===== src/rtl/fprf_pkg.sv =====
package fprf_pkg;
   // halves of one entry
   localparam int HALVES   = 2;
   localparam int HALF_LO  = 0;
   localparam int HALF_HI  = 1;
   // one bypass group per half
   localparam int GRP_W    = 3;
   localparam int SEL_ARR  = 0;
   localparam int SEL_WR   = 2;
   // alignment code bits
   localparam int ALG_PASS = 0;
   localparam int ALG_ODD  = 1;
endpackage


===== src/rtl/fprf_din_reg.sv =====
module fprf_din_reg
   import fprf_pkg::*;
#(
   parameter int HALF_W = 32
) (
   input  logic                       clk,
   input  logic                       rst_n,
   input  logic                       src_sel,
   input  logic [HALVES*HALF_W-1:0]   load_data,
   input  logic [HALVES*HALF_W-1:0]   result_data,
   input  logic [HALVES-1:0]          hold,
   output logic [HALVES*HALF_W-1:0]   din_q
);
   for (genvar h = 0; h < HALVES; h++) begin : g_half
      logic [HALF_W-1:0] q;
      logic [HALF_W-1:0] nxt;
      assign nxt = src_sel ? result_data[h*HALF_W +: HALF_W]
                           : load_data[h*HALF_W +: HALF_W];
      always_ff @(posedge clk or negedge rst_n) begin
         if (!rst_n)
            q <= '0;
         else if (!hold[h])
            q <= nxt;
      end
      assign din_q[h*HALF_W +: HALF_W] = q;
   end
endmodule


===== src/rtl/fprf_array.sv =====
module fprf_array
   import fprf_pkg::*;
#(
   parameter int ENTRIES = 16,
   parameter int HALF_W  = 32,
   parameter int NRD     = 3,
   localparam int AW     = $clog2(ENTRIES),
   localparam int WW     = HALVES*HALF_W
) (
   input  logic                clk,
   input  logic                rst_n,
   input  logic [AW-1:0]       wr_addr,
   input  logic [HALVES-1:0]   wr_en,
   input  logic [WW-1:0]       wr_word,
   input  logic [NRD*AW-1:0]   rd_addr,
   output logic [NRD*WW-1:0]   rd_word
);
   if (ENTRIES != (1 << AW)) begin : g_bad_depth
      $error("fprf_array: ENTRIES must be a power of two");
   end
   if (NRD < 1) begin : g_bad_ports
      $error("fprf_array: NRD must be at least one");
   end

   for (genvar h = 0; h < HALVES; h++) begin : g_half
      logic [HALF_W-1:0] mem [ENTRIES];
      always_ff @(posedge clk or negedge rst_n) begin
         if (!rst_n) begin
            for (int i = 0; i < ENTRIES; i++)
               mem[i] <= '0;
         end else if (wr_en[h]) begin
            mem[wr_addr] <= wr_word[h*HALF_W +: HALF_W];
         end
      end
      for (genvar p = 0; p < NRD; p++) begin : g_rd
         assign rd_word[p*WW + h*HALF_W +: HALF_W] = mem[rd_addr[p*AW +: AW]];
      end
   end
endmodule


===== src/rtl/fprf_read_port.sv =====
module fprf_read_port
   import fprf_pkg::*;
#(
   parameter int HALF_W    = 32,
   parameter bit HAS_ALIGN = 1'b1,
   localparam int WW       = HALVES*HALF_W
) (
   input  logic [WW-1:0]             arr_word,
   input  logic [WW-1:0]             wr_word,
   input  logic [HALVES*GRP_W-1:0]   byp,
   input  logic [1:0]                algn,
   output logic [WW-1:0]             dout
);
   logic [WW-1:0] merged;
   logic [HALVES-1:0] unused_mid;

   for (genvar h = 0; h < HALVES; h++) begin : g_half
      logic [GRP_W-1:0] grp;
      assign grp = byp[h*GRP_W +: GRP_W];
      assign merged[h*HALF_W +: HALF_W] =
           ({HALF_W{grp[SEL_ARR]}} & arr_word[h*HALF_W +: HALF_W])
         | ({HALF_W{grp[SEL_WR]}}  & wr_word[h*HALF_W +: HALF_W]);
      assign unused_mid[h] = grp[1];
   end

   if (HAS_ALIGN) begin : g_align
      logic [WW-1:0] lifted;
      assign lifted = {merged[HALF_LO*HALF_W +: HALF_W], {HALF_W{1'b0}}};
      assign dout   = ({WW{algn[ALG_PASS]}} & merged)
                    | ({WW{algn[ALG_ODD]}}  & lifted);
   end else begin : g_plain
      logic [1:0] unused_algn;
      assign unused_algn = algn;
      assign dout = merged;
   end
endmodule


===== src/rtl/fprf_pair_bank.sv =====
module fprf_pair_bank
   import fprf_pkg::*;
#(
   parameter int ENTRIES = 16,
   parameter int HALF_W  = 32,
   localparam int AW     = $clog2(ENTRIES),
   localparam int WW     = HALVES*HALF_W,
   localparam int NRD    = 3,
   localparam int NALG   = 2
) (
   input  logic          clk,
   input  logic          rst_n,
   input  logic          src_sel,
   input  logic [WW-1:0] load_data,
   input  logic [WW-1:0] result_data,
   input  logic [1:0]    hold_din,
   input  logic [AW-1:0] wr_addr,
   input  logic [1:0]    wr_en,
   input  logic [AW-1:0] rd_addr1,
   input  logic [AW-1:0] rd_addr2,
   input  logic [AW-1:0] rd_addr3,
   input  logic [1:0]    algn1,
   input  logic [1:0]    algn2,
   input  logic [5:0]    byp1,
   input  logic [5:0]    byp2,
   input  logic [5:0]    byp3,
   output logic [WW-1:0] rd_data1,
   output logic [WW-1:0] rd_data2,
   output logic [WW-1:0] rd_data3
);
   if (HALF_W < 1) begin : g_bad_width
      $error("fprf_pair_bank: HALF_W must be positive");
   end

   logic [WW-1:0]          din_q;
   logic [NRD*AW-1:0]      rd_addr_v;
   logic [NRD*WW-1:0]      arr_v;
   logic [NRD*WW-1:0]      out_v;
   logic [NRD*6-1:0]       byp_v;
   logic [NRD*2-1:0]       algn_v;

   assign rd_addr_v = {rd_addr3, rd_addr2, rd_addr1};
   assign byp_v     = {byp3, byp2, byp1};
   // store port has no alignment; its code is tied to pass
   assign algn_v    = {2'b01, algn2, algn1};

   fprf_din_reg #(.HALF_W(HALF_W)) u_din (
      .clk         (clk),
      .rst_n       (rst_n),
      .src_sel     (src_sel),
      .load_data   (load_data),
      .result_data (result_data),
      .hold        (hold_din),
      .din_q       (din_q)
   );

   fprf_array #(.ENTRIES(ENTRIES), .HALF_W(HALF_W), .NRD(NRD)) u_arr (
      .clk     (clk),
      .rst_n   (rst_n),
      .wr_addr (wr_addr),
      .wr_en   (wr_en),
      .wr_word (din_q),
      .rd_addr (rd_addr_v),
      .rd_word (arr_v)
   );

   for (genvar p = 0; p < NRD; p++) begin : g_port
      fprf_read_port #(.HALF_W(HALF_W), .HAS_ALIGN(p < NALG)) u_port (
         .arr_word (arr_v[p*WW +: WW]),
         .wr_word  (din_q),
         .byp      (byp_v[p*6 +: 6]),
         .algn     (algn_v[p*2 +: 2]),
         .dout     (out_v[p*WW +: WW])
      );
   end

   assign rd_data1 = out_v[0*WW +: WW];
   assign rd_data2 = out_v[1*WW +: WW];
   assign rd_data3 = out_v[2*WW +: WW];
endmodule


===== config.mk =====
export PLATFORM = sky130hd
export DESIGN_NAME = fprf_pair_bank
export DESIGN_NICKNAME = d
export VERILOG_FILES = /design/src/rtl/fprf_pkg.sv /design/src/rtl/fprf_din_reg.sv /design/src/rtl/fprf_array.sv /design/src/rtl/fprf_read_port.sv /design/src/rtl/fprf_pair_bank.sv
export SDC_FILE = /design/constraint.sdc
export NUM_CORES = 2
export LEC_CHECK = 0
export BUFFER_PORTS_ARGS = -buffer_cell sky130_fd_sc_hd__clkbuf_2
export CORE_MARGIN = 2
export CORE_UTILIZATION = 50
export DETAILED_ROUTE_END_ITERATION = 10
export GPL_ROUTABILITY_DRIVEN = 0
export PLACE_DENSITY = 0.73
export REMOVE_ABC_BUFFERS = 1
export SYNTH_ARGS = -nofsm -noshare
export SYNTH_HDL_FRONTEND = slang
export SYNTH_SLANG_ARGS = --single-unit

===== constraint.sdc =====
create_clock -name clk -period 5.8 [get_ports clk]
set_input_delay 0.87 -clock clk [delete_from_list [all_inputs] [get_ports clk]]
set_output_delay 0.87 -clock clk [all_outputs]
set_load 0.02 [all_outputs]

==> results.txt <==
The worst endpoint required time came out at 4.93 ns. The worst-case clock skew came out at 0.03632 ns. The post-CTS repair timing setup buffer count is 0. The total clock sinks came out at 1088.

Clock-pin slew was measured on the worst setup and hold paths at 0.06 ns. Setup repair after global routing left no endpoint under its margin. The mapped cell area is 68590 µm².

On the critical path, the stage with the largest delay is an instance of sky130_fd_sc_hd__nor2_4. The number of buffers inserted during clock tree synthesis is 117. The routed design has 243300 µm of wire.

The post-synthesis instance total came out at 5262. Detailed routing inserted a total of 51580 vias. Detailed routing placed a total of 32150 µm of wire on met3. The detailed router finished its first iteration with 7405 violations. After floorplanning, the core was sized to cover 135800 µm². The buffer levels on the longest clock path is 3.

Walking the worst path, the cells encountered are buf_4, buf_4, nor2_4, nand4_1, o2111ai_1, o21bai_1, clkbuf_2. The sum of routed wire segments on met1 came out at 90540 µm. The number of filler cells placed in the layout came out at 10880. In this run the worst hold path is classified as in2async. Broken down by cell family, the worst path's largest delay share belongs to simple AND/OR/NAND/NOR gates. The largest total area in the synthesized netlist belongs to sky130_fd_sc_hd__dfrtp_1. The share of layout cells above drive strength 1 is 45.69%. The dominant synthesized flop cell is sky130_fd_sc_hd__dfrtp_1. Detailed placement ended at an HPWL of 155100 µm. The internal reg-to-reg setup slack came out at 4.40 ns. By instance count, the leading cell after synthesis is sky130_fd_sc_hd__mux2_2. The post-route cell area came out at 76230 µm². The synthesis warning total is 0. The total overflow reported by the global router came out at 0. The floorplan step set the die width to 374.4 µm. CTS placed an instance of sky130_fd_sc_hd__clkbuf_16 at the clock tree root. The critical path contains buffers and inverters numbering 3 combined. After detailed routing, the number of remaining DRC violations is 0.

The type of element launching the critical path is an input pin. The die covers 140200 µm². The number of top-level pins came out at 365. For the worst-skew pair, the clock arrives at the later sink with an insertion delay of 0.77 ns. After clock tree synthesis, the flow added hold-fix buffers numbering 0.

The uppermost layer routed is met5. In this run the critical register-to-register path is launched from u_din.g_half[0].q[9]$_DFFE_PN0N_. The post-cts gate resize count is 0. The worst register-to-register path ends at u_arr.g_half[0].mem[329]$_DFFE_PN0P_.

The number of max-slew violations in the final report is 0. The type of the worst setup path is in2out. The post-route minimum period is 4.779 ns. The cell that appears most often on the critical path is sky130_fd_sc_hd__buf_4.

Counting distinct cell types in the post-synthesis netlist gives 35. The count of cells along the worst register-to-register path is 1. The number of global-route vias before repair came out at 50680. The final setup violation count came out at 0. In the final design database the tool counted 5502 nets. The worst IR drop on VDD came out at 0.0002889 V. The number of antenna violations at the first check in global routing came out at 19. The post-layout instance count excluding filler cells is 7212. Timing would allow up to 0.2093 GHz.

The row count is 135. The count of flip-flops with a built-in enable after synthesis is 0. TritonCTS built the clock tree. The initial cell density of the core came out at 50.51%. The type of destination of the critical path is an output port. For this run, the slowest stage of the critical path takes 0.87 ns. The maximum number of pins on one net before global-route repair is 189. The ratio of total power to cell area is 362.0 nW/µm². The H-tree depth came out at 3. For this run, asynchronously set or reset flops after synthesis account for 100.0%. The post-placement cell count came out at 6991. The data arrival time at the worst-slack endpoint came out at 3.91 ns. The die boundary height came out at 374.4 µm. Headroom to the max-slew limit came out at 16.79%. For the pin with the worst max-slew slack, the measured transition is 1.245 ns. The average detailed-routed wire length per instance came out at 33.73 µm.

The layout-stage area growth over the synthesis result came out at 11.14%. The standby leakage power is 33.02 nW. After synthesis the netlist holds a flip-flop and latch count of 1088.

The number of buffer cells added on primary ports came out at 358. By count the netlist is led by 1162 x sky130_fd_sc_hd__mux2_2, 1088 x sky130_fd_sc_hd__dfrtp_1, 691 x sky130_fd_sc_hd__mux2i_1. The synthesized area per cell came out at 13.04 µm². The number of nets with antenna violations after detailed routing is 0.

The wire length of the first global-routing pass is 351700 µm. The summed negative setup slack over all endpoints is 0 ns. In this run the worst path has a maximum fanout of 33.

The flow ran to the end, and the final reports show no timing, DRC or antenna violations. The final number of hold-violating endpoints came out at 0. The first-pass detailed-route iteration total came out at 9. In the post-synthesis netlist, the biggest area contributors are sky130_fd_sc_hd__dfrtp_1 40%, sky130_fd_sc_hd__mux2_2 19%, sky130_fd_sc_hd__mux4_2 17%.

In the routed layout, each cell is associated on average with a via count of 7.151. The post-route clock period utilization came out at 82.39%. The max-cap violation count came out at 0. In the global route stage, overall resource usage came out at 34.06%. Detailed routing placed a total of 105600 µm of wire on met2. Once placement finished, the instance area stood at 72210 µm². The sequential share of the synthesized area is 39.69%. The share of the synthesized area in the top cell type is 39.69%.
## cells by family (layout without fill, tap and decap cells)
family / count (synthesis) / after routing / share of synthesized area [%]
AOI/OAI and AO/OA: 659 / 659 / 7.044
and+or+nand+nor: 546 / 546 / 3.431
DFF: 1088 / 1088 / 39.69
other: 0 / 3 / 0
muxes: 2368 / 2368 / 45.99
buffers and inverters: 601 / 767 / 3.847
## worst max path at each step
stage,slack (ns),cells after the start,start,end
after detailed placement,1.21,7,rd_addr2[2],rd_data2[42]
final,1.02,7,rd_addr2[2],rd_data2[46]
after floorplan,2.10,5,rd_addr2[1],rd_data2[41]
after global routing,1.13,7,rd_addr2[2],rd_data2[42]
after global placement,1.25,7,rd_addr2[2],rd_data2[42]
after CTS,1.15,7,rd_addr2[2],rd_data2[46]
## layout make-up
class | instances | area (µm²) | share of cell area (%)
Multi-Input combinational cell | 3573 | 39060 | 51.24
Sequential cell | 1088 | 27230 | 35.71
Timing Repair Buffer | 549 | 3697 | 4.850
Clock buffer | 175 | 3510 | 4.604
Tap cell | 1781 | 2228 | 2.923
Clock inverter | 43 | 501.7 | 0.6582
Antenna cell | 3 | 7.507 | 0.009848
## stage by stage
stage	power, W	worst slack [ns]	hold WS [ns]	util [%]
after detailed placement	0.01949	1.207	0.5302	53.17
final	0.02760	1.021	0.1342	56.13
after CTS	0.02735	1.151	0.1446	56.13
after global routing	0.02860	1.126	0.1831	56.13
after floorplan	0.01645	2.097	0.4925	-
after global placement	0.01910	1.246	0.5158	53.17
## state kept, by name, summed over array words and instances (netlist names)
| signal | cells |
|---|---|
| u_din.g_half.q | 64 |
| u_arr.g_half.mem | 1024 |
## power breakdown
part	internal [W]	leakage, nW	switching (W)
Sequential	0.00949	13.7	0.00206
Clock	0.00460	1.98	0.00329
Combinational	0.00439	17.3	0.00377
Total	0.0185	33.0	0.00912
## layer usage
metal | up-vias | GRT usage (%)
met5 | - | 0
met4 | 30 | 18.51
met3 | 838 | 11.82
met2 | 3637 | 49.51
met1 | 26570 | 44.72
li1 | 20500 | -
## cell usage in the layout, fill, tap and decap left out, types with 11 or more instances in the layout
cell and n:
sky130_fd_sc_hd__a21oi_1 28, sky130_fd_sc_hd__a22o_1 72, sky130_fd_sc_hd__a22oi_1 230, sky130_fd_sc_hd__and2_2 11, sky130_fd_sc_hd__buf_12 31, sky130_fd_sc_hd__buf_4 165
sky130_fd_sc_hd__clkbuf_1 25, sky130_fd_sc_hd__clkbuf_16 120, sky130_fd_sc_hd__clkbuf_2 344, sky130_fd_sc_hd__clkbuf_8 31, sky130_fd_sc_hd__clkinv_2 24, sky130_fd_sc_hd__dfrtp_1 1088
sky130_fd_sc_hd__mux2_2 1162, sky130_fd_sc_hd__mux2i_1 691, sky130_fd_sc_hd__mux4_2 510, sky130_fd_sc_hd__nand2_1 377, sky130_fd_sc_hd__nand3_1 18, sky130_fd_sc_hd__nand4_1 42
sky130_fd_sc_hd__nand4b_1 12, sky130_fd_sc_hd__nor2_1 17, sky130_fd_sc_hd__nor2_4 29, sky130_fd_sc_hd__o2111ai_1 42, sky130_fd_sc_hd__o211ai_1 14, sky130_fd_sc_hd__o21ai_0 127
sky130_fd_sc_hd__o21bai_1 42, sky130_fd_sc_hd__o221ai_1 92
Note: power is estimated with default switching activity, not from simulation.
